## config.mk

```make
export PLATFORM = sky130hd
export DESIGN_NAME = irq_dest_resolver
export DESIGN_NICKNAME = d
export VERILOG_FILES = /design/src/rtl/irq_dest_pkg.sv /design/src/rtl/irq_dest_datapath.sv /design/src/rtl/irq_dest_control.sv /design/src/rtl/irq_dest_resolver.sv
export SDC_FILE = /design/constraint.sdc
export NUM_CORES = 1
export LEC_CHECK = 0
export BUFFER_PORTS_ARGS = -buffer_cell sky130_fd_sc_hd__buf_2
export CAP_MARGIN = 25
export CORE_ASPECT_RATIO = 1.2
export CORE_MARGIN = 2
export CORE_UTILIZATION = 40
export CTS_CLUSTER_DIAMETER = 120
export DETAILED_ROUTE_END_ITERATION = 16
export PLACE_DENSITY = 0.89
export SLEW_MARGIN = 20
export SYNTH_ARGS = -nofsm -noshare
export SYNTH_HDL_FRONTEND = slang
export SYNTH_SLANG_ARGS = --single-unit
export TNS_END_PERCENT = 50
```

## constraint.sdc

```tcl
create_clock -name clk -period 4.5 [get_ports clk]
set_clock_uncertainty 0.15 [all_clocks]
set_input_delay 0.225 -clock clk [delete_from_list [all_inputs] [get_ports clk]]
set_output_delay 0.225 -clock clk [all_outputs]
set_load 0.005 [all_outputs]
```

## src/rtl/irq_dest_pkg.sv

```systemverilog
package irq_dest_pkg;
  localparam logic [2:0] MODE_FIXED  = 3'd0;
  localparam logic [2:0] MODE_LOWEST = 3'd1;
  localparam logic [2:0] MODE_NMI    = 3'd4;

  typedef struct packed {
    logic load;
    logic advance;
  } dpStrobe_t;
endpackage

```

## src/rtl/irq_dest_datapath.sv

```systemverilog
module irq_dest_datapath
  import irq_dest_pkg::*;
#(
  parameter int NUM_SLOTS = 8,
  parameter int ID_W      = 8,
  parameter int VEC_W     = 8,
  localparam int TGT_W    = (NUM_SLOTS > 1) ? $clog2(NUM_SLOTS) : 1
) (
  input  logic                      clk,
  input  logic                      rstN,
  input  dpStrobe_t                 strobe,
  input  logic [ID_W-1:0]           reqDest,
  input  logic                      reqLogical,
  input  logic [2:0]                reqMode,
  input  logic [VEC_W-1:0]          reqVector,
  input  logic [NUM_SLOTS-1:0]      slotPresent,
  input  logic [NUM_SLOTS*ID_W-1:0] slotPhysId,
  input  logic [NUM_SLOTS*ID_W-1:0] slotLogId,
  output logic                      maskEmpty,
  output logic [TGT_W-1:0]          pickIdx,
  output logic [VEC_W-1:0]          vecQ,
  output logic                      nmiQ,
  output logic                      failQ,
  output logic                      unsupQ
);
  localparam logic [ID_W-1:0] BCAST = {ID_W{1'b1}};

  logic [NUM_SLOTS-1:0] rawMask;
  logic [NUM_SLOTS-1:0] lowBit;
  logic [NUM_SLOTS-1:0] loadMask;
  logic [NUM_SLOTS-1:0] maskQ;
  logic                 modeUnsupported;

  // Per-slot address match
  for (genvar g = 0; g < NUM_SLOTS; g++) begin : gMatch
    logic [ID_W-1:0] physId;
    logic [ID_W-1:0] logId;
    logic            physHit;
    logic            logHit;
    assign physId  = slotPhysId[g*ID_W +: ID_W];
    assign logId   = slotLogId[g*ID_W +: ID_W];
    assign physHit = (reqDest == BCAST) || (physId == reqDest);
    assign logHit  = (reqDest != '0) && ((reqDest & logId) != '0);
    assign rawMask[g] = slotPresent[g] && (reqLogical ? logHit : physHit);
  end

  assign modeUnsupported = !(reqMode == MODE_FIXED || reqMode == MODE_LOWEST ||
                             reqMode == MODE_NMI);
  assign lowBit = rawMask & (~rawMask + NUM_SLOTS'(1));

  always_comb begin
    if (modeUnsupported)             loadMask = '0;
    else if (reqMode == MODE_LOWEST) loadMask = lowBit;
    else                             loadMask = rawMask;
  end

  always_ff @(posedge clk or negedge rstN) begin
    if (!rstN) begin
      maskQ  <= '0;
      vecQ   <= '0;
      nmiQ   <= 1'b0;
      failQ  <= 1'b0;
      unsupQ <= 1'b0;
    end else if (strobe.load) begin
      maskQ  <= loadMask;
      vecQ   <= reqVector;
      nmiQ   <= (reqMode == MODE_NMI);
      failQ  <= (loadMask == '0);
      unsupQ <= modeUnsupported;
    end else if (strobe.advance) begin
      maskQ  <= maskQ & (maskQ - NUM_SLOTS'(1));
    end
  end

  assign maskEmpty = (maskQ == '0);

  always_comb begin
    logic found;
    found   = 1'b0;
    pickIdx = '0;
    for (int i = 0; i < NUM_SLOTS; i++) begin
      if (maskQ[i] && !found) begin
        pickIdx = TGT_W'(i);
        found   = 1'b1;
      end
    end
  end

  // each delivery retires exactly one target
  assert_advance_drops_one_R6: assert property (@(posedge clk) disable iff (!rstN)
    strobe.advance |=> ($countones(maskQ) == $past($countones(maskQ)) - 1));

  // lowest-priority leaves at most one target
  assert_lowest_single_R7: assert property (@(posedge clk) disable iff (!rstN)
    (strobe.load && reqMode == MODE_LOWEST) |=> ($countones(maskQ) <= 1));

  // unsupported mode captures no target
  assert_unsup_empty_R9: assert property (@(posedge clk) disable iff (!rstN)
    (strobe.load && modeUnsupported) |=> (maskEmpty && unsupQ && failQ));
endmodule

```

## src/rtl/irq_dest_control.sv

```systemverilog
module irq_dest_control
  import irq_dest_pkg::*;
(
  input  logic      clk,
  input  logic      rstN,
  input  logic      reqValid,
  input  logic      maskEmpty,
  output dpStrobe_t strobe,
  output logic      reqReady,
  output logic      pulseActive,
  output logic      doneActive
);
  typedef enum logic {ST_IDLE, ST_WALK} state_e;
  state_e state;

  assign reqReady       = (state == ST_IDLE);
  assign pulseActive    = (state == ST_WALK) && !maskEmpty;
  assign doneActive     = (state == ST_WALK) && maskEmpty;
  assign strobe.load    = reqReady && reqValid;
  assign strobe.advance = pulseActive;

  always_ff @(posedge clk or negedge rstN) begin
    if (!rstN)              state <= ST_IDLE;
    else if (strobe.load)   state <= ST_WALK;
    else if (doneActive)    state <= ST_IDLE;
  end

  // completion returns the block to idle on the next cycle
  assert_done_to_idle_R10: assert property (@(posedge clk) disable iff (!rstN)
    doneActive |=> reqReady);

  // acceptance leaves idle
  assert_accept_busy_R10: assert property (@(posedge clk) disable iff (!rstN)
    strobe.load |=> !reqReady);
endmodule

```

## src/rtl/irq_dest_resolver.sv

```systemverilog
module irq_dest_resolver
  import irq_dest_pkg::*;
#(
  parameter int NUM_SLOTS = 8,
  parameter int ID_W      = 8,
  parameter int VEC_W     = 8,
  localparam int TGT_W    = (NUM_SLOTS > 1) ? $clog2(NUM_SLOTS) : 1
) (
  input  logic                      clk,
  input  logic                      rstN,
  input  logic                      reqValid,
  output logic                      reqReady,
  input  logic [ID_W-1:0]           reqDest,
  input  logic                      reqLogical,
  input  logic [2:0]                reqMode,
  input  logic [VEC_W-1:0]          reqVector,
  input  logic [NUM_SLOTS-1:0]      slotPresent,
  input  logic [NUM_SLOTS*ID_W-1:0] slotPhysId,
  input  logic [NUM_SLOTS*ID_W-1:0] slotLogId,
  output logic                      dlvValid,
  output logic                      nmiValid,
  output logic [TGT_W-1:0]          dlvTarget,
  output logic [VEC_W-1:0]          dlvVector,
  output logic                      doneValid,
  output logic                      doneFail,
  output logic                      doneUnsupported
);
  dpStrobe_t strobe;
  logic      maskEmpty;
  logic      pulseActive;
  logic      nmiQ;

  irq_dest_control i_control (
    .clk        (clk),
    .rstN       (rstN),
    .reqValid   (reqValid),
    .maskEmpty  (maskEmpty),
    .strobe     (strobe),
    .reqReady   (reqReady),
    .pulseActive(pulseActive),
    .doneActive (doneValid)
  );

  irq_dest_datapath #(
    .NUM_SLOTS(NUM_SLOTS),
    .ID_W     (ID_W),
    .VEC_W    (VEC_W)
  ) i_datapath (
    .clk        (clk),
    .rstN       (rstN),
    .strobe     (strobe),
    .reqDest    (reqDest),
    .reqLogical (reqLogical),
    .reqMode    (reqMode),
    .reqVector  (reqVector),
    .slotPresent(slotPresent),
    .slotPhysId (slotPhysId),
    .slotLogId  (slotLogId),
    .maskEmpty  (maskEmpty),
    .pickIdx    (dlvTarget),
    .vecQ       (dlvVector),
    .nmiQ       (nmiQ),
    .failQ      (doneFail),
    .unsupQ     (doneUnsupported)
  );

  assign dlvValid = pulseActive && !nmiQ;
  assign nmiValid = pulseActive && nmiQ;

  // a cycle carries at most one kind of event
  assert_one_event_R8: assert property (@(posedge clk) disable iff (!rstN)
    $onehot0({dlvValid, nmiValid, doneValid}));

  // a failed request never produced a pulse since its acceptance
  assert_fail_no_pulse_R5: assert property (@(posedge clk) disable iff (!rstN)
    (doneValid && doneFail) |-> $past(reqReady));
endmodule

```

==> results.md <==
- The flow ran to the end, and the final reports show no timing, DRC or antenna violations.
- Across the run, the number of max-cap violations was 0.
- The count of synthesis-stage warnings from yosys is 0.
- The average cell area after synthesis is 8.24 µm².
- The root buffer cell is sky130_fd_sc_hd__clkbuf_8.
- The number of antenna violations at the first check in global routing was 0.
- For this block, the via count after detailed routing is approximately 2800.
- The main flop type after synthesis is sky130_fd_sc_hd__dfrtp_1.
- The wire length after detailed routing is 7.96 mm.
- After floorplanning, the core was sized to cover around 5600 µm².
- The number of synthesized flops with an enable pin is 0.
- The number of pins exceeding their max-slew limit in the final report is 0.
- The critical path goes through nor4_1 > nand2_1 > o31ai_1 > nor2_1 > buf_2.
- The met3 wire length is 522 µm.
- Measured along the y axis, the die boundary spans between 80 and 90 µm.
- The total number of nets in the final design is 602.
- The largest fanout on the critical path is 6.
- By startpoint and endpoint, the worst setup path is classified as reg2out.
- Among cell families on the critical path, the largest total delay comes from simple AND/OR/NAND/NOR gates.
- The highest metal layer carrying signal wires in the routed design is met4.
- STA puts the critical path data required time at about 4.1 ns.
- The cell area that synthesis handed to floorplanning was 2320 µm².
- The detailed-routed wire length on met2 is 4.20 mm.
- The number of register bits inferred by synthesis is 20.
- The number of gates resized after CTS is 0.
- At the pin with the least slew margin, the transition time is 0.910 ns.
- Static timing analysis puts the maximum clock frequency at 0.375 GHz.
- The TritonCTS clock tree is yes.
- The library cell used most frequently in the layout, excluding fill and tap cells, is sky130_fd_sc_hd__buf_2.
- The first routing iteration left 215 violations.
- Hold timing on the final database bottoms out at a slack of 0.00306 ns.
- STA classifies the critical path endpoint as a primary output.
- Of the total power, the clock network draws 15.9%.
- The placement row count is 30.
- The area added between synthesis and finish is 36.6%.
- The maximum cell stage delay along the critical path is 0.66 ns.
- Counting both buffers and inverters, the worst setup path holds a total of 1.
- At the worst endpoint, the arrival time is around 2.3 ns.
- In the global route stage, overall resource usage came out at 24.5%.
- The distinct cell type count after synthesis is 45.
- The buffer depth of the longest clock path is 2.
- The tightest slew margin relative to the limit is 39.2%.
- In this run the count of I/O pins placed on the die edge is around 180.
- The slowest stage of the critical path belongs to the cell sky130_fd_sc_hd__o31ai_1.
- Once detail routing completed, the nets flagged for antenna violations numbered 0.
- Summed over all cells, the static leakage comes to 1.59 nW.
- In the final routed layout, each cell accounts on average for 15.7 µm.
- The number of H-tree branching levels is 1.
- Combinational logic is responsible for roughly 50% of the overall power.
- The initial core utilization is 41.3%.
- The number of setup violations in the final report is 0.
- The die covers between 6000 and 7000 µm².
- The post-route cell area is 3170 µm².
- The number of port buffers is around 180.
- The number of nets handed over by synthesis was 441.
- Setup repair after global routing left no endpoint under its margin.
- The number of CTS-inserted buffers is 3.
- The analysis attributes to net switching a power of 331 µW.
- The routability-driven placement congestion ratio is between 0.8 and 0.9.
- The clock slew seen by the registers of the worst setup and hold paths is 0.07 ns.
- The setup TNS is 0 ns.
- The peak supply drop is roughly 110 µV.
- After detailed routing, the wire length on met1 is 3.08 mm.
- In this run the power density over the cells is about 270 nW/µm².
- The sequential cell fraction of total power is 33.0%.
- The pin count of the biggest net entering global routing is 23.
- Global routing finished with a remaining overflow of 0.
- Summed over all nets, the half-perimeter wirelength after detailed placement is 6.51 mm.
- Once placement finished, the instance area stood at 3110 µm².
- The proportion of register bits with asynchronous set or reset after synthesis is 100%.
- The fraction of the cycle the final worst path needs is between 50% and 60%.
- After detailed routing, the number of vias per cell comes to 5.52.
- After detailed routing, the number of remaining DRC violations is 0.
- In this run switching power makes up 39.1% of total power.
- For the finished layout, the period the worst path requires is 2.66 ns.
- The die span in x is 73.6 µm.
- The class of the worst hold path is in2reg.
- Overall power consumption after layout is estimated at approximately 850 µW.
- The clock reaches the later pin of the worst-skew pair after 0.26 ns.
- The final count of hold timing violations is 0.
- Of the cells placed in the final design, the portion with a size suffix greater than 1 is 43.4%.
- The first global-routing pass estimated 12.5 mm of wire.
- In the layout the commonest cells are sky130_fd_sc_hd__buf_2 (175), sky130_fd_sc_hd__nand2_1 (48), sky130_fd_sc_hd__xor2_1 (40).
- The pre-antenna-repair detailed-routing pass consisted of 7 iterations.
- The number of instances in the synthesized netlist is 282.
- The via count of the first global-routing pass is 2723.
- Cell internal power was estimated by the tool at 515 µW.
- Measured on the finished design, the core utilization comes to a little under three fifths.
- The fraction of the yosys area taken by sequential cells is between 20% and 30%.
- Clock tree synthesis found a total of 20 sinks.
- The startpoint type of the worst setup path is a flip-flop.
==> worst paths after layout <==
kind | cells after the start | startpoint | slack, ns | endpoint
worst max-delay path | 5 | i_datapath.maskQ[2]$_DFFE_PN0P_ | 1.84 | nmiValid
worst min-delay path | 3 | reqVector[5] | 0.003 | i_datapath.vecQ[5]$_DFFE_PN0P_
worst max register to register | 5 | i_datapath.maskQ[2]$_DFFE_PN0P_ | 2.10 | i_datapath.maskQ[2]$_DFFE_PN0P_
worst min register to register | 2 | i_datapath.vecQ[0]$_DFFE_PN0P_ | 0.32 | i_datapath.vecQ[0]$_DFFE_PN0P_
max in group asynchronous | 2 | rstN | 3.58 | i_datapath.vecQ[2]$_DFFE_PN0P_
min in group asynchronous | 2 | rstN | 0.30 | i_control.state$_DFFE_PN0P_
==> metrics by stage <==
step                setup slack [ns]  cells
floorplan                       2.47    282
global placement                2.14    501
detailed placement              2.09    501
CTS                             1.83    506
global route                    1.62    506
finish                          1.84    507
==> metal layers <==
layer | vias up | GRT usage, %
met3 | 15 | 2.66
li1 | 1347 | -
met5 | - | 0
met1 | 1301 | 28.3
met4 | 0 | 7.77
met2 | 138 | 45.9
==> tightest hold or removal path: cells and delay by family <==
family	cells	cell delay (ns)
buffers and inverters	1	0.07
AND/OR/NAND/NOR	2	0.08
==> power groups by stage <==
stage	Combinational, mW	Clock [mW]	Sequential [mW]
4_1_cts	0.437	0.138	0.279
2_1_floorplan	0.247	0	0.280
5_1_grt	0.487	0.145	0.287
3_5_place_dp	0.432	0	0.283
3_3_place_gp	0.422	0	0.278
6_report	0.432	0.135	0.280
==> flip-flops by register name, indices dropped and copies added (netlist names) <==
register	cells
i_datapath.maskQ	8
i_datapath.nmiQ	1
i_datapath.unsupQ	1
i_datapath.vecQ	8
i_control.state	1
i_datapath.failQ	1
==> layout make-up <==
type	instances	area (µm²)
antenna	1	2.50
clock buffer	4	55.1
fill	530	2460
inverter	5	18.8
multi-input combinational	237	1630
sequential	20	500
tap	64	80.1
timing repair buffer	176	886
==> cell usage after synthesis (all sizes together) (2+ instances only) <==
cell type	count	area (µm²)
nor2b	2	20.0
a21oi	9	67.6
a32o	5	50.1
inv	5	18.8
a221oi	5	43.8
nor4	12	93.8
nor3b	3	22.5
xnor2	24	210
a22oi	9	67.6
dfrtp	20	500
nand2	48	180
a222oi	8	80.1
xor2	40	350
a21boi	3	22.5
buf	16	158
a21o	2	16.3
and3	2	17.5
o31ai	3	27.5
o21ai	9	56.3
and4	2	18.8
a22o	4	35.0
nor2	19	71.3
nand4	10	62.6
nand3	8	40.0
clkbuf	4	15.0
==> cells by family after synthesis <==
kind of cell | Yosys count | synth area share (%)
AND/OR/NAND/NOR | 107 | 23.0
AO/OA/AOI/OAI | 66 | 23.1
XOR/XNOR | 64 | 24.1
buffers and inverters | 25 | 8.24
flip-flops | 20 | 21.5
==> timing repair <==
| item | 4_1_cts | 5_1_grt |
|---|---|---|
| buffers inserted | 0 | 0 |
| hold buffers | 1 | 0 |
| endpoints found under the hold margin | 20 | 0 |
Power figures use the tool's default switching activity.
